`config.mk`:
```
export PLATFORM = sky130hd
export DESIGN_NAME = hdb3_line_decoder
export DESIGN_NICKNAME = d
export VERILOG_FILES = /design/src/rtl/hdb3_dec_pkg.sv /design/src/rtl/hdb3_pol_tracker.sv /design/src/rtl/hdb3_sub_window.sv /design/src/rtl/hdb3_line_decoder.sv
export SDC_FILE = /design/constraint.sdc
export NUM_CORES = 1
export LEC_CHECK = 0
export BUFFER_PORTS_ARGS = -buffer_cell sky130_fd_sc_hd__buf_2
export CORE_AREA = 2 2 39 41
export CTS_CLUSTER_DIAMETER = 100
export DETAILED_ROUTE_END_ITERATION = 12
export DIE_AREA = 0 0 41 43
export PLACE_DENSITY = 0.71
export RECOVER_POWER = 25
export SYNTH_ARGS = -nofsm -noshare
export SYNTH_HDL_FRONTEND = slang
export SYNTH_SLANG_ARGS = --single-unit
```
`constraint.sdc`:
```
create_clock -name clk -period 1.4 [get_ports clk]
set_input_delay 0.14 -clock clk [delete_from_list [all_inputs] [get_ports clk]]
set_output_delay 0.14 -clock clk [all_outputs]
set_load 0.05 [all_outputs]
```
`src/rtl/hdb3_dec_pkg.sv`:
```
package hdb3_dec_pkg;

    // Substitution group length; the window depth follows from it
    localparam int SUB_LEN = 4;
    localparam int FILL_W  = $clog2(SUB_LEN + 1);

    typedef struct packed {
        logic mark;   // symbol was a pulse
        logic one;    // decoded value
    } stage_t;

    typedef struct packed {
        logic last_pos;  // polarity of last pulse, 1 = positive
        logic v_seen;    // a violation has been seen since reset
        logic v_pos;     // polarity of last violation
        logic err;       // registered code error
    } trk_t;

    typedef struct packed {
        stage_t [SUB_LEN-1:0] stg;
        logic [FILL_W-1:0]    fill;
        logic                 ovalid;
        logic                 obit;
    } win_t;

endpackage

```
`src/rtl/hdb3_pol_tracker.sv`:
```
module hdb3_pol_tracker
    import hdb3_dec_pkg::*;
(
    input  logic clk,
    input  logic rst,
    input  logic valid,
    input  logic pos,
    input  logic neg,
    output logic sym_mark,
    output logic sym_viol,
    output logic err
);

    trk_t q, d;
    logic both;

    always_comb begin
        both     = pos & neg;
        sym_mark = valid & (pos ^ neg);
        sym_viol = sym_mark & (pos == q.last_pos);
        d        = q;
        d.err    = 1'b0;
        if (valid) begin
            if (both) d.err = 1'b1;
            if (sym_mark) begin
                if (sym_viol) begin
                    if (q.v_seen && (q.v_pos == pos)) d.err = 1'b1;
                    d.v_seen = 1'b1;
                    d.v_pos  = pos;
                end
                d.last_pos = pos;
            end
        end
    end

    always_ff @(posedge clk) begin
        if (rst) begin
            q <= '0;
        end else begin
            q <= d;
        end
    end

    assign err = q.err;


    both_err_chk: assert property (@(posedge clk) disable iff (rst)
        (valid && pos && neg) |=> err);


    pol_track_chk: assert property (@(posedge clk) disable iff (rst)
        (valid && (pos ^ neg)) |=> (q.last_pos == $past(pos)));


    idle_hold_chk: assert property (@(posedge clk) disable iff (rst)
        !valid |=> (!err && q.last_pos == $past(q.last_pos)));

endmodule

```
`src/rtl/hdb3_sub_window.sv`:
```
module hdb3_sub_window
    import hdb3_dec_pkg::*;
(
    input  logic clk,
    input  logic rst,
    input  logic valid,
    input  logic mark,
    input  logic viol,
    output logic out_valid,
    output logic out_bit
);

    win_t q, d;
    logic bal_hit;

    always_comb begin
        d        = q;
        d.ovalid = 1'b0;
        bal_hit  = viol && q.stg[2].mark && !q.stg[1].mark && !q.stg[0].mark;
        if (valid) begin
            d.obit   = q.stg[SUB_LEN-1].one;
            d.ovalid = (q.fill == FILL_W'(SUB_LEN));
            if (q.fill != FILL_W'(SUB_LEN)) d.fill = q.fill + 1'b1;
            for (int i = SUB_LEN - 1; i > 0; i--) begin
                d.stg[i] = q.stg[i-1];
            end
            d.stg[0].mark = mark;
            d.stg[0].one  = mark & ~viol;
            if (bal_hit) d.stg[SUB_LEN-1].one = 1'b0;
        end
    end

    always_ff @(posedge clk) begin
        if (rst) begin
            q <= '0;
        end else begin
            q <= d;
        end
    end

    assign out_valid = q.ovalid;
    assign out_bit   = q.obit;


    viol_zero_chk: assert property (@(posedge clk) disable iff (rst)
        (valid && viol) |=> !q.stg[0].one);


    bal_clear_chk: assert property (@(posedge clk) disable iff (rst)
        (valid && viol && q.stg[2].mark && !q.stg[1].mark && !q.stg[0].mark)
        |=> !q.stg[SUB_LEN-1].one);


    out_strobe_chk: assert property (@(posedge clk) disable iff (rst)
        out_valid |-> $past(valid));

endmodule

```
`src/rtl/hdb3_line_decoder.sv`:
```
module hdb3_line_decoder
    import hdb3_dec_pkg::*;
(
    input  logic clk,
    input  logic rst,
    input  logic sym_valid,
    input  logic sym_pos,
    input  logic sym_neg,
    output logic dout_valid,
    output logic dout_bit,
    output logic code_err
);

    logic mark, viol;

    hdb3_pol_tracker u_trk (
        .clk      (clk),
        .rst      (rst),
        .valid    (sym_valid),
        .pos      (sym_pos),
        .neg      (sym_neg),
        .sym_mark (mark),
        .sym_viol (viol),
        .err      (code_err)
    );

    hdb3_sub_window u_win (
        .clk       (clk),
        .rst       (rst),
        .valid     (sym_valid),
        .mark      (mark),
        .viol      (viol),
        .out_valid (dout_valid),
        .out_bit   (dout_bit)
    );


    rst_quiet_chk: assert property (@(posedge clk)
        $past(rst) |-> (!dout_valid && !code_err));


    bit_valid_chk: assert property (@(posedge clk) disable iff (rst)
        dout_bit |-> dout_valid || $stable(dout_bit));

endmodule

```
==> run metrics, run 1 <==
Worst R2R Setup Slack=180 ps; Rows=14; 1st-iter DRT viols=0; Critical Path Start=u_win.q[2]$_SDFFE_PP0P_; P_leak=0.323 nW; Syn Inst Count=70; number of gates resized after CTS=0; Initial Util=0.487; max-slew violations=0; critical path endpoint=u_win.q[3]$_SDFFE_PP0P_; yosys synthesis warning count=0; Port Buffers=7; worst-margin pin slew=262 ps; Clock transition at path regs=90 ps; core region area=1380 um^2; # Max-Cap Violations=0; H-tree levels=1; synth unique cells=23; Relative slew margins=0.825; drt drc=0; Post-DP Area=723 um^2; Routed Antenna Nets=0; share of cells above drive strength 1=0.177; Worst Skew=3.39 ps; Post-CTS Setup Repair Bufs=0; Hold WC Path Type=input pin to register; hpwl dp=743 um; die width=41 um; status=completed; largest net degree at the start of global routing=16; CP endpoint kind=register; WL final=982 um; RSZ-0062 raised after global routing=no; Crit Path Class=register to register; design area=759 um^2; Routed WL per cell=10.3 um; CP startpoint kind=register; syn nets=78; Final Cycle Share=0.874; Fin. Hold Viols=0; IO Pins=8; largest vdd supply drop=0.541 mV; placed insts=91; Overall Global Routing Usage=0.131; clock root buffer=clkbuf_4; final setup TNS=0 ps; Synth Cell Area=674 um^2; vias per cell=5.00; initial antenna violation count=0; Placer Congestion=0.640; clk_lat worst skew=270 ps; Fmax=0.817 GHz; Comb pwr share=0.109; Final nets=88; Worst Slack Setup Final=176 ps; Place WS=172 ps; Clk pwr share=0.336; vias in the first global route=428; Die Ht=43 um; Final Non-Filler Cells=95; CTS tree=yes; critical path data arrival time=1390 ps; most common cell after layout, fill and taps aside=dfxtp_1; synthesis-to-layout area growth=12.6%; Worst R2R Path Depth=5; Reg2Reg Capture Point=u_win.q[3]$_SDFFE_PP0P_; total power after layout=0.873 mW; largest driver fanout on the critical path=3; register share of total power=0.555; Int Pwr=0.673 mW; # clock sinks=16; Vias=475; Reg-to-Reg Start=u_win.q[2]$_SDFFE_PP0P_; CTS Hold Buffers Added=0; n_diodes=0; FF+latch count, synth=16; Clock Path Buffers=2; PwrDens=1150 nW/um^2; die area=1760 um^2; total CTS buffers=3; DR pass1 iterations=1; most frequent cells in the layout=dfxtp_1 (16), nor2_1 (11), a21oi_1 (7), buf_2 (7), mux2i_1 (6); first-pass GRT wire length=1580 um; grt ovf=0; Final setup viols=0; synthesized area per cell=9.63 um^2; sw frac=0.229; Critical Path RT=1560 ps; Seq/Total Area, Yosys=0.475; crit path time final=1220 ps; NetSw=0.200 mW
==> power by group through the flow <==
| stage | sequential [mW] | combinational [mW] | clock, mW |
|---|---|---|---|
| final | 0.485 | 0.0951 | 0.293 |
| after global routing | 0.488 | 0.109 | 0.325 |
| after CTS | 0.485 | 0.0967 | 0.305 |
| after detailed placement | 0.496 | 0.0959 | 0 |
| after global placement | 0.496 | 0.0943 | 0 |
| after floorplan | 0.497 | 0.0719 | 0 |
==> how the worst min path moves through the flow <==
stage	start	to	slack [ps]	depth (start not counted)
5_1_grt	sym_pos	u_trk.q[3]$_SDFFE_PP0P_	170	3
4_1_cts	sym_pos	u_trk.q[3]$_SDFFE_PP0P_	170	3
2_1_floorplan	rst	u_trk.q[1]$_SDFFE_PP0P_	210	1
3_5_place_dp	u_win.q[11]$_SDFFE_PP0P_	u_win.q[11]$_SDFFE_PP0P_	470	2
3_3_place_gp	u_win.q[11]$_SDFFE_PP0P_	u_win.q[11]$_SDFFE_PP0P_	460	2
6_report	sym_pos	u_trk.q[3]$_SDFFE_PP0P_	180	3
==> metal layers <==
| metal | global-route usage | routed length [um] | vias to the layer above |
|---|---|---|---|
| met5 | 0 | 0 | - |
| met4 | 0.0800 | 8 | 0 |
| met3 | 0.0314 | 35 | 2 |
| met2 | 0.197 | 465 | 5 |
| met1 | 0.161 | 473 | 209 |
| li1 | - | - | 259 |
==> per-stage QoR <==
step                utilization  hold slack, ps
finish                    0.549             178
global placement          0.523             457
detailed placement        0.523             470
global route              0.549             174
CTS                       0.549             172
floorplan                     -             209
==> cells by family after synthesis <==
family | share of synthesized area
AND/OR/NAND/NOR | 0.176
flip-flops | 0.475
AO/OA/AOI/OAI | 0.121
multiplexers | 0.0891
buffers and inverters | 0.0315
XOR/XNOR | 0.0520
adder cells (fa/ha/maj) | 0.0557
==> worst max-delay path, stage by stage, from the launching register on <==
cell	delay, ps
dfxtp_1	370
inv_1	60
ha_1	230
a21boi_2	200
mux2i_1	200
nor2_1	50
==> Yosys cell counts <==
library cell  instances  share of area
ha_1                  3          0.056
nor3_1                1         0.0074
or3b_1                1          0.013
o311ai_2              1          0.024
nor2b_1               1         0.0093
nand2b_1              2          0.019
xnor2_1               3          0.039
a21oi_1               7          0.052
dfxtp_1              16           0.47
and4b_1               1          0.015
buf_2                 2          0.015
or2b_1                1          0.011
mux2i_1               6          0.089
nor2_1               11          0.061
xor2_1                1          0.013
nand2_1               4          0.022
a21boi_2              1          0.017
and3_1                1         0.0093
inv_1                 2          0.011
o21ai_0               2          0.015
a41oi_1               1          0.013
and2_1                1         0.0093
clkbuf_1              1         0.0056
==> area by class of cell <==
class	count	area (um^2)
clock buffer	4	36.3
fill	133	624
inverter	2	7.51
multi-input combinational	49	333
sequential	16	320
tap	16	20.0
timing repair buffer	8	42.5
==> flip-flops by register name, indices dropped and copies added (netlist names) <==
register         flops
u_win.q             10
u_trk.q              3
u_trk.err            1
u_win.out_bit        1
u_win.out_valid      1
Note: power is estimated with default switching activity, not from simulation.
==> run 2, diff against run 1 <==
--- a/config.mk
+++ b/config.mk
@@ -6,11 +6,12 @@
 export NUM_CORES = 1
 export LEC_CHECK = 0
 export BUFFER_PORTS_ARGS = -buffer_cell sky130_fd_sc_hd__buf_2
+export CAP_MARGIN = 0
 export CORE_AREA = 2 2 39 41
 export CTS_CLUSTER_DIAMETER = 100
 export DETAILED_ROUTE_END_ITERATION = 12
 export DIE_AREA = 0 0 41 43
-export PLACE_DENSITY = 0.71
+export PLACE_DENSITY_LB_ADDON = 0.15
 export RECOVER_POWER = 25
 export SYNTH_ARGS = -nofsm -noshare
 export SYNTH_HDL_FRONTEND = slang
==> run 2 against run 1 <==
  * Count of clock-buffer cells in the layout shrank 1
  * Critical path type unchanged
  * First-iteration DRC count grew 1
  * Largest power group unchanged
  * Via count shrank 5.1%
  * Total power decreased by 8.3%
  * Critical path depth unchanged
==> run metrics, run 2 (synthesis results as in run 1) <==
Initial Util=0.487; Worst R2R Setup Slack=190 ps; placed insts=90; design area=738 um^2; clk_lat worst skew=270 ps; Worst R2R Path Depth=5; Reg-to-Reg Start=u_win.q[2]$_SDFFE_PP0P_; Routed WL per cell=10.4 um; DR pass1 iterations=3; most frequent cells in the layout=dfxtp_1 (16), nor2_1 (11), a21oi_1 (7), buf_2 (7), mux2i_1 (6); status=completed; Placer Congestion=0.629; Final setup viols=0; RSZ-0062 raised after global routing=no; largest registers=u_win.q (10), u_trk.q (3); synthesis-to-layout area growth=9.46%; vias per cell=4.85; Crit Path Class=register to register; vias in the first global route=418; grt ovf=0; Rows=14; HP Start=sym_pos; largest vdd supply drop=0.474 mV; Reg2Reg Capture Point=u_win.q[3]$_SDFFE_PP0P_; Die Ht=43 um; die width=41 um; Overall Global Routing Usage=0.145; # Max-Cap Violations=0; max-slew violations=0; IO Pins=8; die area=1760 um^2; # fillers=132; 1st-iter DRT viols=1; total power after layout=0.801 mW; CTS Hold Buffers Added=0; final setup TNS=0 ps; Post-CTS Setup Repair Bufs=0; CTS tree=yes; Routed Antenna Nets=0; drt drc=0; PwrDens=1090 nW/um^2; Worst Slack Setup Final=191 ps; Clock transition at path regs=80 ps; hpwl dp=697 um; largest net degree at the start of global routing=17; crit path time final=1210 ps; Final Util=0.533; n_diodes=0; initial antenna violation count=0; Vias=451; Port Buffers=7; Most flops, register=u_win.q; footprint of the multi-input gates=333 um^2; Fmax=0.827 GHz; CP startpoint kind=register; first-pass GRT wire length=1680 um; Hold WC Path Type=input pin to register; # clock sinks=16; Final nets=87; worst-margin pin slew=312 ps; clock root buffer=clkbuf_4; total CTS buffers=3; max reg flops=10; Clock Path Buffers=2; Post-DP Area=716 um^2; CP endpoint kind=register; Final Cycle Share=0.863; register area=320 um^2; largest driver fanout on the critical path=3; number of gates resized after CTS=0; Place WS=182 ps; Hold Path End=u_trk.q[3]$_SDFFE_PP0P_; critical path data arrival time=1370 ps; Critical Path RT=1560 ps; core region area=1380 um^2; P_leak=0.311 nW; Worst Skew=1.26 ps; Relative slew margins=0.792; Fin. Hold Viols=0; most common cell after layout, fill and taps aside=dfxtp_1; WHS=175 ps; WL final=969 um; H-tree levels=1; Hold Crit Depth=3; share of cells above drive strength 1=0.156; Final Non-Filler Cells=93
[run 2: cell count changes in the layout (fill, tap and decap cells not counted), sizes merged]
cell    before  now
buf          8    7
clkbuf       4    3
[run 2: metal layers]
metal / vias up / track usage / wire length (um)
met1: 193 / 0.168 / 491
met2: 5 / 0.213 / 434
met5: - / 0 / 0
li1: 251 / - / -
met3: 2 / 0.0314 / 33
met4: 0 / 0.120 / 10
[run 2: worst max-delay path by stage]
stage	slack, ps	endpoint	cells past startpoint	start
2_1_floorplan	260	u_win.q[3]$_SDFFE_PP0P_	5	u_win.q[2]$_SDFFE_PP0P_
3_3_place_gp	190	u_win.q[3]$_SDFFE_PP0P_	5	u_win.q[2]$_SDFFE_PP0P_
3_5_place_dp	180	u_win.q[11]$_SDFFE_PP0P_	5	sym_pos
4_1_cts	170	u_win.q[3]$_SDFFE_PP0P_	5	u_win.q[2]$_SDFFE_PP0P_
5_1_grt	110	u_win.q[3]$_SDFFE_PP0P_	5	u_win.q[2]$_SDFFE_PP0P_
6_report	190	u_win.q[3]$_SDFFE_PP0P_	5	u_win.q[2]$_SDFFE_PP0P_
[run 2: cell type report]
class,count,area share
clock buffer,3,0.0305
inverter,2,0.0102
multi-input combinational,49,0.451
sequential,16,0.434
tap,16,0.0271
timing repair buffer,7,0.0475
[run 2: critical path, stage by stage (launching register included)]
cell	delay, ps
dfxtp_1	370
inv_1	60
ha_1	230
a21boi_2	200
mux2i_1	200
nor2_1	50
[run 2: power breakdown]
group          leakage [nW]  internal (mW)  switching (mW)
clock                0.0138         0.0995           0.123
combinational         0.167         0.0406          0.0524
sequential            0.130          0.473          0.0124
==> run 3, diff against run 2 <==
==> constraint.sdc (replaced) <==
create_clock -name clk -period 1.2 [get_ports clk]
set_input_delay 0.12 -clock clk [delete_from_list [all_inputs] [get_ports clk]]
set_output_delay 0.12 -clock clk [all_outputs]
set_load 0.05 [all_outputs]
==> run 3 against run 2 <==
  * Design area rose by 5.1%
  * Clock power rose by 19%
  * First-iteration DRC count rose to 4.0 times the previous value
  * Largest power group unchanged
  * Flip-flop and latch count did not move
  * Non-clock buffer count rose by 4
  * Wire length rose by 7.0%
  * Count of clock-buffer cells in the layout did not move
  * Hold slack improved by 7.4 ps
  * Sequential power rose by 17%
==> run metrics, run 3 (synthesis results as in run 1) <==
status=completed; CP startpoint kind=register; crit path time final=1130 ps; most frequent cells in the layout=dfxtp_1 (14), nor2_1 (11), a21oi_1 (7), buf_2 (7), mux2i_1 (6); Worst R2R Path Depth=3; Reg-to-Reg Start=u_win.q[6]$_SDFFE_PP0P_; Comb pwr share=0.133; die area=1760 um^2; Final nets=91; Worst Skew=1.47 ps; Die Ht=43 um; CTS tree=yes; Routed Antenna Nets=0; Worst R2R Setup Slack=70 ps; RSZ-0062 raised after global routing=no; slowest stage delay, CP=390 ps; Post-DP Area=746 um^2; Fmax=0.883 GHz; Hold WC Path Type=input pin to register; Crit Path Class=register to register; Clock Path Buffers=2; placed insts=94; Initial Util=0.487; Hold Crit Depth=2; max reg flops=10; Reg2Reg Capture Point=u_win.q[11]$_SDFFE_PP0P_; grt ovf=0; # clock sinks=16; IO Pins=8; Overall Global Routing Usage=0.140; number of gates resized after CTS=0; drt drc=0; Final Cycle Share=0.944; Critical Path RT=1360 ps; largest vdd supply drop=0.578 mV; initial antenna violation count=0; Clock transition at path regs=80 ps; Port Buffers=7; CTS Hold Buffers Added=0; hpwl dp=733 um; Final Util=0.561; H-tree levels=1; Placer Congestion=0.638; Rows=14; P_leak=0.333 nW; 1st-iter DRT viols=4; Fin. Hold Viols=0; register share of total power=0.591; Final Non-Filler Cells=97; DR pass1 iterations=3; CP Cell Sequence=or3b_4, o311ai_2, a21oi_1; largest registers=u_win.q (10), u_trk.q (3); synthesis-to-layout area growth=15.0%; Routed WL per cell=10.7 um; PwrDens=1230 nW/um^2; Most flops, register=u_win.q; largest net degree at the start of global routing=16; CP endpoint kind=register; most common cell after layout, fill and taps aside=dfxtp_1; Int Pwr=0.730 mW; design area=776 um^2; Final setup viols=0; die width=41 um; share of cells above drive strength 1=0.247; WHS=182 ps; total power after layout=0.957 mW; critical path data arrival time=1290 ps; CP Depth=3; crit-path leading delay family=simple AND/OR/NAND/NOR gates; slowest library cell on the worst path=or3b_4; Worst Slack Setup Final=67.5 ps; Place WS=34.0 ps; largest driver fanout on the critical path=3; n_diodes=0; final setup TNS=0 ps; first-pass GRT wire length=1650 um; vias per cell=4.93; total CTS buffers=3; max-slew violations=0; core region area=1380 um^2; # Max-Cap Violations=0; clk_lat worst skew=270 ps; Relative slew margins=0.826; Vias=478; Clk pwr share=0.276; vias in the first global route=421; Buf+Inv Stages, Crit Path=0; NetSw=0.227 mW; clock root buffer=clkbuf_4; critical path endpoint=u_win.q[11]$_SDFFE_PP0P_; Critical Path Start=u_win.q[6]$_SDFFE_PP0P_; WL final=1040 um; sw frac=0.238; Post-CTS Setup Repair Bufs=0; worst-margin pin slew=261 ps
run 3: changes by cell type in the layout (fill, tap and decap cells not counted):
cell,before,now
or3b_1,1,0
or3b_4,0,1
buf_4,0,4
ha_2,0,1
ha_1,3,2
dfxtp_2,0,2
dfxtp_1,16,14
run 3: power groups by stage:
stage	Clock (mW)	Combinational, mW	Sequential (mW)
floorplan	0	0.0839	0.580
global placement	0	0.124	0.576
detailed placement	0	0.125	0.576
CTS	0.275	0.127	0.564
global route	0.299	0.144	0.568
finish	0.265	0.127	0.566
run 3: worst min-delay path by stage:
stage	startpoint	to	slack, ps
2_1_floorplan	rst	u_trk.q[1]$_SDFFE_PP0P_	190
3_3_place_gp	u_win.q[11]$_SDFFE_PP0P_	u_win.q[11]$_SDFFE_PP0P_	460
3_5_place_dp	u_trk.q[2]$_SDFFE_PP0P_	u_trk.q[2]$_SDFFE_PP0P_	470
4_1_cts	rst	u_win.out_bit$_SDFFE_PP0P_	180
5_1_grt	rst	u_win.q[9]$_SDFFE_PP0P_	180
6_report	rst	u_win.out_bit$_SDFFE_PP0P_	180
run 3: area by class of cell:
cell class | count | area [um^2]
tap | 16 | 20.0
timing repair buffer | 11 | 65.1
fill | 124 | 608
sequential | 16 | 323
inverter | 2 | 7.51
multi-input combinational | 49 | 338
clock buffer | 3 | 22.5
run 3: per-layer routing:
layer	up-vias	track usage	wire, um	share of wire
met5	-	0	0	0
met4	0	0.0800	10	0.0096
met3	2	0.0471	39	0.038
met2	5	0.194	432	0.42
met1	214	0.183	554	0.53
li1	257	-	-	-
run 3: worst reg2reg max path: cells and delay by family (launching register included):
kind / cells / cell delay (ps)
AND/OR/NAND/NOR: 1 / 390
AO/OA/AOI/OAI: 2 / 300
flip-flops: 1 / 320
